$ cat config.mk
export PLATFORM = sky130hd
export DESIGN_NAME = suspmod_throttle
export DESIGN_NICKNAME = d
export VERILOG_FILES = /design/src/rtl/suspmod_pkg.sv /design/src/rtl/suspmod_prescale.sv /design/src/rtl/suspmod_speedup_timer.sv /design/src/rtl/suspmod_phase.sv /design/src/rtl/suspmod_throttle.sv
export SDC_FILE = /design/constraint.sdc
export NUM_CORES = 1
export LEC_CHECK = 0
export BUFFER_PORTS_ARGS = -buffer_cell sky130_fd_sc_hd__buf_2
export CORE_ASPECT_RATIO = 1.25
export CORE_MARGIN = 2
export CORE_UTILIZATION = 40
export CTS_CLUSTER_SIZE = 28
export DETAILED_ROUTE_END_ITERATION = 6
export PLACE_DENSITY = 0.67
export SYNTH_ARGS = -nofsm -noshare
export SYNTH_HDL_FRONTEND = slang
export SYNTH_SLANG_ARGS = --single-unit
$ cat constraint.sdc
create_clock -name clk -period 2.2 [get_ports clk]
set_clock_uncertainty 0.2 [all_clocks]
set_input_delay 0.33 -clock clk [delete_from_list [all_inputs] [get_ports clk]]
set_output_delay 0.33 -clock clk [all_outputs]
set_load 0.01 [all_outputs]
$ cat src/rtl/suspmod_pkg.sv
package suspmod_pkg;
   typedef enum logic [1:0] {
      PH_IDLE = 2'd0,
      PH_ON   = 2'd1,
      PH_OFF  = 2'd2
   } phase_e;

   localparam logic [2:0] A_ON_CNT  = 3'd0;
   localparam logic [2:0] A_OFF_CNT = 3'd1;
   localparam logic [2:0] A_CFG     = 3'd2;
   localparam logic [2:0] A_IRQ_MS  = 3'd3;
   localparam logic [2:0] A_VID_MS  = 3'd4;

   localparam int CFG_EN  = 0;
   localparam int CFG_IRQ = 1;
   localparam int CFG_VID = 2;
endpackage

$ cat src/rtl/suspmod_prescale.sv
module suspmod_prescale #(
   parameter int DIV = 1056
) (
   input  logic clk,
   input  logic rst_n,
   output logic pulse_o
);
   localparam int W = (DIV < 2) ? 1 : $clog2(DIV);

   if (DIV < 2) begin : g_chk
      $error("suspmod_prescale: DIV must be at least 2");
   end

   logic [W-1:0] cnt_q;

   assign pulse_o = (cnt_q == W'(DIV - 1));

   always_ff @(posedge clk or negedge rst_n) begin
      if (!rst_n)       cnt_q <= '0;
      else if (pulse_o) cnt_q <= '0;
      else              cnt_q <= cnt_q + 1'b1;
   end

   a_r4_prescale_wrap: assert property (@(posedge clk) disable iff (!rst_n)
      pulse_o |=> (cnt_q == '0));
endmodule

$ cat src/rtl/suspmod_speedup_timer.sv
module suspmod_speedup_timer #(
   parameter int TMR_W = 8
) (
   input  logic             clk,
   input  logic             rst_n,
   input  logic             evt_i,
   input  logic             en_i,
   input  logic             ms_i,
   input  logic [TMR_W-1:0] load_i,
   output logic             active_o
);
   logic [TMR_W-1:0] left_q;

   assign active_o = (left_q != '0);

   always_ff @(posedge clk or negedge rst_n) begin
      if (!rst_n)                left_q <= '0;
      else if (evt_i && en_i)    left_q <= load_i;
      else if (ms_i && active_o) left_q <= left_q - 1'b1;
   end

   a_r9_event_reloads: assert property (@(posedge clk) disable iff (!rst_n)
      (evt_i && en_i) |=> (left_q == $past(load_i)));
   a_r7_no_load_when_off: assert property (@(posedge clk) disable iff (!rst_n)
      (!en_i && !active_o) |=> !active_o);
endmodule

$ cat src/rtl/suspmod_phase.sv
module suspmod_phase
   import suspmod_pkg::*;
#(
   parameter int CNT_W = 8
) (
   input  logic             clk,
   input  logic             rst_n,
   input  logic             run_i,
   input  logic             tick_i,
   input  logic [CNT_W-1:0] on_i,
   input  logic [CNT_W-1:0] off_i,
   output logic             assert_o
);
   phase_e           phase_q, nxt_ph;
   logic [CNT_W-1:0] rem_q, nxt_rem;

   always_comb begin
      nxt_ph  = PH_IDLE;
      nxt_rem = '0;
      if (phase_q == PH_ON) begin
         if (off_i != '0)     begin nxt_ph = PH_OFF; nxt_rem = off_i; end
         else if (on_i != '0) begin nxt_ph = PH_ON;  nxt_rem = on_i;  end
      end else begin
         if (on_i != '0)       begin nxt_ph = PH_ON;  nxt_rem = on_i;  end
         else if (off_i != '0) begin nxt_ph = PH_OFF; nxt_rem = off_i; end
      end
   end

   always_ff @(posedge clk or negedge rst_n) begin
      if (!rst_n) begin
         phase_q <= PH_IDLE;
         rem_q   <= '0;
      end else if (!run_i) begin
         phase_q <= PH_IDLE;
         rem_q   <= '0;
      end else if (tick_i) begin
         if (phase_q != PH_IDLE && rem_q > CNT_W'(1)) begin
            rem_q <= rem_q - 1'b1;
         end else begin
            phase_q <= nxt_ph;
            rem_q   <= nxt_rem;
         end
      end
   end

   assign assert_o = (phase_q == PH_ON);

   a_r6_hold_between_ticks: assert property (@(posedge clk) disable iff (!rst_n)
      (run_i && !tick_i) |=> $stable(phase_q));
   a_r5_active_phase_nonzero: assert property (@(posedge clk) disable iff (!rst_n)
      (phase_q != PH_IDLE) |-> (rem_q != '0));
endmodule

$ cat src/rtl/suspmod_throttle.sv
module suspmod_throttle
   import suspmod_pkg::*;
#(
   parameter int TICK_CYC = 1056,
   parameter int MS_CYC   = 33000,
   parameter int CNT_W    = 8,
   parameter int TMR_W    = 8
) (
   input  logic       clk,
   input  logic       rst_n,
   input  logic       reg_wr,
   input  logic [2:0] reg_addr,
   input  logic [7:0] reg_wdata,
   output logic [7:0] reg_rdata,
   input  logic       irq_evt,
   input  logic       vid_evt,
   output logic       susp_n
);
   localparam int N_SPD = 2;

   if (CNT_W < 1 || CNT_W > 8 || TMR_W < 1 || TMR_W > 8) begin : g_chk_w
      $error("suspmod_throttle: count widths must be 1..8");
   end
   if (MS_CYC < TICK_CYC) begin : g_chk_ms
      $error("suspmod_throttle: MS_CYC must not be shorter than TICK_CYC");
   end

   logic [CNT_W-1:0] on_q, off_q;
   logic [2:0]       cfg_q;
   logic [TMR_W-1:0] spd_ms_q [N_SPD];
   logic [N_SPD-1:0] evt_v, spd_act;
   logic             tick, ms_pulse, run, on_now;

   always_ff @(posedge clk or negedge rst_n) begin
      if (!rst_n) begin
         on_q  <= '0;
         off_q <= '0;
         cfg_q <= '0;
         for (int k = 0; k < N_SPD; k++) spd_ms_q[k] <= '0;
      end else if (reg_wr) begin
         case (reg_addr)
            A_ON_CNT:  on_q        <= reg_wdata[CNT_W-1:0];
            A_OFF_CNT: off_q       <= reg_wdata[CNT_W-1:0];
            A_CFG:     cfg_q       <= reg_wdata[2:0];
            A_IRQ_MS:  spd_ms_q[0] <= reg_wdata[TMR_W-1:0];
            A_VID_MS:  spd_ms_q[1] <= reg_wdata[TMR_W-1:0];
            default: ;
         endcase
      end
   end

   always_comb begin
      reg_rdata = '0;
      case (reg_addr)
         A_ON_CNT:  reg_rdata = 8'(on_q);
         A_OFF_CNT: reg_rdata = 8'(off_q);
         A_CFG:     reg_rdata = {5'd0, cfg_q};
         A_IRQ_MS:  reg_rdata = 8'(spd_ms_q[0]);
         A_VID_MS:  reg_rdata = 8'(spd_ms_q[1]);
         default:   reg_rdata = '0;
      endcase
   end

   suspmod_prescale #(.DIV(TICK_CYC)) u_tick (
      .clk(clk), .rst_n(rst_n), .pulse_o(tick));
   suspmod_prescale #(.DIV(MS_CYC)) u_ms (
      .clk(clk), .rst_n(rst_n), .pulse_o(ms_pulse));

   assign evt_v = {vid_evt, irq_evt};

   for (genvar k = 0; k < N_SPD; k++) begin : g_spd
      suspmod_speedup_timer #(.TMR_W(TMR_W)) u_tmr (
         .clk(clk), .rst_n(rst_n),
         .evt_i(evt_v[k]), .en_i(cfg_q[CFG_IRQ + k]),
         .ms_i(ms_pulse), .load_i(spd_ms_q[k]),
         .active_o(spd_act[k]));
   end

   assign run = cfg_q[CFG_EN] && (spd_act == '0);

   suspmod_phase #(.CNT_W(CNT_W)) u_phase (
      .clk(clk), .rst_n(rst_n), .run_i(run), .tick_i(tick),
      .on_i(on_q), .off_i(off_q), .assert_o(on_now));

   assign susp_n = !on_now;

   a_r3_disabled_released: assert property (@(posedge clk) disable iff (!rst_n)
      !cfg_q[CFG_EN] |=> susp_n);
   a_r7_irq_speedup_releases: assert property (@(posedge clk) disable iff (!rst_n)
      spd_act[0] |=> susp_n);
   a_r8_vid_speedup_releases: assert property (@(posedge clk) disable iff (!rst_n)
      spd_act[1] |=> susp_n);
endmodule

== Word level (Yosys, flattened, before mapping) ==
Cells that the tools add are included.
Storage, ports and cells
  register bits after elaboration: 88
  input bits: 16
  word-level logic and storage cells: 71
Operators by class
  equal/unequal tests: 9
  add/sub/neg operators: 5
  reductions and logical operators: 22
  multiplexer cells: 23
  order comparisons: 1
Operators by type and width (count)
  8-bit two-way mux: 12
  8-bit one-hot mux with 5 select lines: 1
  8-bit nonzero test: 4
  8-bit by 1-bit subtractor with 8-bit output, second input constant: 3
  16-bit by 1-bit adder with 16-bit output, second input constant: 1
  16-bit == test, second input constant: 1
  16-bit two-way mux: 1
  2-bit two-way mux: 7
  2-bit AND reduction: 6
  11-bit by 1-bit adder with 11-bit output, second input constant: 1
  11-bit == test, second input constant: 1
  11-bit two-way mux: 1
  8-bit by 1-bit greater-than comparator with 1-bit output, second input constant: 1
  3-bit by 2-bit == test with 1-bit output, second input constant: 2
  1-bit logical AND: 6
  2-bit nonzero test: 3
  2-bit != test, second input constant: 2
  3-bit by 1-bit == test with 1-bit output, second input constant: 1
  3-bit == test, second input constant: 1
  3-bit zero test: 1
  2-bit by 1-bit == test with 1-bit output, second input constant: 1
  2-bit zero test: 1
  1-bit zero test: 1
  1-bit two-way mux: 1

== Depth between registers and ports, before layout ==
  depth in word-level cells: 7
  depth in mapped cells: 8

== Cells and area by module ==
Synthesis repeated with hierarchy kept, for this count alone.
Second synthesis, totals
  cell total of the unflattened synthesis: 469
  area, all modules: 4857.2 µm²
By module, submodules not included
  suspmod_throttle: instances 1, area an instance 1690.4 µm², cells each 126
  suspmod_speedup_timer: instances 2, area an instance 534.3 µm², cells each 63
  suspmod_phase: instances 1, area an instance 842.1 µm², cells each 103
  suspmod_prescale (u_ms): instances 1, area an instance 739.5 µm², cells each 68
  suspmod_prescale (u_tick): instances 1, area an instance 516.7 µm², cells each 46

== Worst setup path after synthesis ==
OpenSTA, ideal clock, no wires.
  path type: flip-flop to flip-flop
  start point: register u_ms.cnt_q[10]
  end point: register g_spd[0].u_tmr.left_q[1]
  stages on the path, launching flop included: 7
  setup time: 0.125 ns
  path slack: -0.038 ns
  period minus slack after synthesis: 2.238 ns
  arrival: 1.913 ns
  path buffers: 0
  data required time: 1.875 ns
  cell sequence: dfrtp_1 -> or4_1 -> or3_1 -> a211o_4 -> nand2_1 -> o21ai_0 -> mux2_2
Between the ends
  cells in the longest elaborated chain, start to end: 3
Ends and longest elaborated chain
  from (decl): RTL line suspmod_prescale.sv:14  | logic [W-1:0] cnt_q;
  from (signal assigned): RTL line suspmod_prescale.sv:21  | else cnt_q <= cnt_q + 1'b1;
  16-bit == test: RTL line suspmod_prescale.sv:16  | assign pulse_o = (cnt_q == W'(DIV - 1));
  1-bit logical AND: RTL line suspmod_speedup_timer.sv:19  | else if (ms_i && active_o) left_q <= left_q - 1'b1;
  2-bit nonzero test (no source line)
  to (signal assigned): RTL line suspmod_speedup_timer.sv:18  | else if (evt_i && en_i) left_q <= load_i;
  to (signal assigned): RTL line suspmod_speedup_timer.sv:19
  to (decl): RTL line suspmod_speedup_timer.sv:12  | logic [TMR_W-1:0] left_q;
Every way passes these cells.
A chain may end at the register's enable or synchronous reset.

== Worst setup path in the final report ==
  start point: register u_ms.cnt_q[10]
  end point: register g_spd[0].u_tmr.left_q[3]
The elaborated chain is that of the path after synthesis.

==> results.sh <==
export IMPL_worstMarginPinSlew_ns=0.499
export IMPL_worstReg2RegEnd="g_spd[0].u_tmr.left_q[3]"
export IMPL_avgViaCountPerCell=5.54
export IMPL_dp_cells=646
export IMPL_ys_flop_type="dfrtp_1"
export IMPL_report_final_slew_viol_count=0
export IMPL_rsz0062_at_grt="true"
export IMPL_crit_required_ns=2.22
export IMPL_fmaxAchievable_mhz=441
export IMPL_tns_ns=-0.175
export IMPL_power_density_nw_per_um2=853
export IMPL_fin_area_um2=5700
export IMPL_crit_type="register to register"
export IMPL_netlist_instances=446
export IMPL_crit_slowest_cell="or4_1"
export IMPL_worst_slack_ns=-0.0686
export IMPL_drive_gt1_share_pct=30.0
export IMPL_cts_max_path_buffers=2
export IMPL_clkTransAtPathRegs_ns=0.06
export IMPL_multiInputGateArea_um2=2390
export IMPL_finalSetupViolations=4
export IMPL_core_um2=11100
export IMPL_dr_total_vias=3681
export IMPL_syn_area_per_cell_um2=10.2
export IMPL_hold_viol_final=0
export IMPL_slew_headroom_pct=66.5
export IMPL_finalCritPeriodShare_pct=103
export IMPL_overflow=0
export IMPL_rr_worst_depth=6
export IMPL_fill_cells=984
export IMPL_path_buf_inv=0
export IMPL_path_cells="or4_1 -> or3_1 -> a211o_4 -> nor4_4 -> xnor2_1 -> a21oi_1"
export IMPL_worstHoldStart="vid_evt"
export IMPL_grtUsageTotal_pct=18.5
export IMPL_std_cell_rows=43
export IMPL_worst_skew_pair_late_latency_ns=0.34
export IMPL_critPathMaxStageDelay_ns=0.53
export IMPL_irDropWorstVdd_v=0.000586
export IMPL_antenna_found_initial=0
export IMPL_die_height_um=123
export IMPL_post_route_util_pct=51.4
export IMPL_drt_iter0_markers=219
export IMPL_status="finished with violations"
export IMPL_wl_per_cell_um=16.6
export IMPL_arrival_ns=2.29
export IMPL_r2r_start="u_ms.cnt_q[10]"
export IMPL_synth_seq_cells=88
export IMPL_critical_path_startpoint_type="register"
export IMPL_fin_nets=547
export IMPL_worstSetupEndpointType="register"
export IMPL_dr_pass1_iters=4
export IMPL_holdPathStages=3
export IMPL_yosysWarnings=0
export IMPL_synth_edf_count=0
export IMPL_synth_seq_area_share_pct=48.5
export IMPL_port_buffer_count=24
export IMPL_cts_buffers=9
export IMPL_holdPathEnd="g_spd[1].u_tmr.left_q[1]"
export IMPL_cts_root_buf="clkbuf_16"
export IMPL_ctsHtreeMaxLevel=3
export IMPL_finalNonFillerCells=665
export IMPL_cap_violations=0
export IMPL_diodes=0
export IMPL_dpl_cell_area_um2=5190
export IMPL_reg2reg_slack_ns=-0.07
export IMPL_crit_fanout=5
export IMPL_synth_fp_nets=468
export IMPL_cts_tree="built"
export IMPL_p_total_mw=4.87
export IMPL_die_w_um=99.3
export IMPL_gp_congestion=0.980
export IMPL_drcViolationCount=0
export IMPL_violations="setup timing"
export IMPL_initial_core_util_pct=41.0
export IMPL_finalCriticalPeriod_ns=2.27
export IMPL_syn_area_um2=4540
export IMPL_synth_cell_type_count=48
export IMPL_grt_pass1_vias=3680
export IMPL_crit_family="simple AND/OR/NAND/NOR gates"
export IMPL_wl_mm=11.1
export IMPL_async_flop_share_pct=100
export IMPL_pin_count=25
export IMPL_die_area_um2=12200
export IMPL_cts_sinks=88
export IMPL_hp_class="input pin to register"
export IMPL_postRouteAntennaNets=0
export IMPL_p_leak_nw=2.46
export IMPL_grt_max_degree=36
export IMPL_area_growth_syn_to_layout_pct=25.6
export IMPL_hpwl_mm=7.98
export IMPL_ff_latch_area_um2=2200
export IMPL_grt_pass1_wl_mm=17.7
[cell usage in the layout, fill, tap and decap left out, types with 3 or more instances in the layout]
master	Yosys	final
dfrtp_1	88	88
xor2_1	17	17
nand2_1	33	32
a31oi_1	4	4
o21ai_0	21	19
nand3_1	12	12
bufinv_16	0	3
o21ai_1	2	4
ha_1	6	5
buf_4	0	54
mux2i_1	11	10
xnor2_1	17	16
nor4_4	2	3
o211ai_1	3	3
nand4_1	4	4
nand2b_1	5	5
and3_1	6	6
buf_2	1	23
and2_1	3	3
o22ai_1	3	3
nor3_2	1	3
inv_1	7	7
nor3_1	16	12
mux2_2	36	36
or3_1	8	8
or4_4	0	3
nor4_1	7	6
clkbuf_16	0	9
nor2_1	47	46
or4_1	8	5
a21oi_1	40	39
[per-stage QoR]
step / worst slack, ns / hold slack [ns]
finish: -0.0686 / 0.0314
global route: -0.137 / 0.0614
CTS: -0.0776 / 0.0319
detailed placement: -0.0578 / 0.117
global placement: -0.0275 / 0.106
floorplan: -0.0376 / -0.166
[sequential cells by signal (all words and copies together) (netlist names)]
signal	flops
off_q	8
u_phase.rem_q	8
u_phase.phase_q	2
u_ms.cnt_q	16
spd_ms_q	16
on_q	8
g_spd.u_tmr.left_q	16
u_tick.cnt_q	11
cfg_q	3
[how the worst max path moves through the flow]
stage	depth (start not counted)	end	from	slack, ns
2_1_floorplan	6	g_spd[0].u_tmr.left_q[1]	u_ms.cnt_q[10]	-0.04
3_5_place_dp	6	g_spd[0].u_tmr.left_q[3]	u_ms.cnt_q[10]	-0.06
5_1_grt	6	g_spd[0].u_tmr.left_q[5]	u_ms.cnt_q[10]	-0.14
3_3_place_gp	6	g_spd[0].u_tmr.left_q[1]	u_ms.cnt_q[10]	-0.03
4_1_cts	6	g_spd[0].u_tmr.left_q[3]	u_ms.cnt_q[10]	-0.08
6_report	6	g_spd[0].u_tmr.left_q[3]	u_ms.cnt_q[10]	-0.07
[metal layers]
| layer | vias up | part of all wire (%) | track usage (%) |
|---|---|---|---|
| met5 | - | 0 | 0 |
| met4 | 0 | 4.5 | 11.6 |
| met3 | 34 | 2.3 | 3.62 |
| met2 | 62 | 52 | 31.8 |
| met1 | 1821 | 42 | 21.0 |
| li1 | 1764 | - | - |
[cell families after synthesis]
family / after synthesis / synth area share (%)
DFF: 88 / 48.5
adders and majority gates: 6 / 1.65
and+or+nand+nor: 165 / 18.9
xor gates and xnor gates: 34 / 6.56
AOI/OAI and AO/OA: 86 / 11.2
muxes: 47 / 11.4
buffers and inverters: 20 / 1.82
[cell type report]
class	count	area share (%)
multi-input combinational	338	42.0
sequential	88	38.6
timing repair buffer	81	10.1
clock buffer	10	4.02
tap	135	2.96
clock inverter	6	1.89
inverter	7	0.461
[worst register-to-register path, stage by stage (launching register included)]
cell and delay [ns]:
dfrtp_1 0.37, or4_1 0.53, or3_1 0.33, a211o_4 0.32, nor4_4 0.16, xnor2_1 0.16
a21oi_1 0.09
[where the power goes]
part           internal (mW)  switching (mW)  total [mW]
Clock                   1.11           0.629        1.73
Sequential              1.88           0.243        2.12
Combinational          0.494           0.515        1.01
Total                   3.48            1.39        4.87
[cells in the mapped netlist, types with 3 or more instances]
| cell | instances | area [um2] |
|---|---|---|
| xnor2_1 | 17 | 149 |
| o21ai_0 | 21 | 105 |
| and2_1 | 3 | 18.8 |
| inv_1 | 7 | 26.3 |
| a21oi_1 | 40 | 200 |
| xor2_1 | 17 | 149 |
| dfrtp_1 | 88 | 2200 |
| ha_1 | 6 | 75.1 |
| and3_1 | 6 | 37.5 |
| or3_1 | 8 | 50.1 |
| mux2i_1 | 11 | 110 |
| o22ai_1 | 3 | 18.8 |
| clkbuf_1 | 10 | 37.5 |
| nand2_1 | 33 | 124 |
| nand2b_1 | 5 | 31.3 |
| or4_1 | 8 | 60.1 |
| o211ai_1 | 3 | 22.5 |
| a31oi_1 | 4 | 25.0 |
| nor3_1 | 16 | 80.1 |
| nand3_1 | 12 | 60.1 |
| nand4_1 | 4 | 25.0 |
| nor2b_1 | 3 | 18.8 |
| nor4_1 | 7 | 43.8 |
| nor2_1 | 47 | 176 |
| mux2_2 | 36 | 405 |
[what timing repair did]
item,in CTS,in global routing
gates cloned,0,1
setup endpoints to repair,7,25
buffers inserted,0,1
pin swaps,2,9
resized for setup,4,30
endpoints found under the hold margin,32,0
hold buffers,1,0
Note: power is estimated with default switching activity, not from simulation.
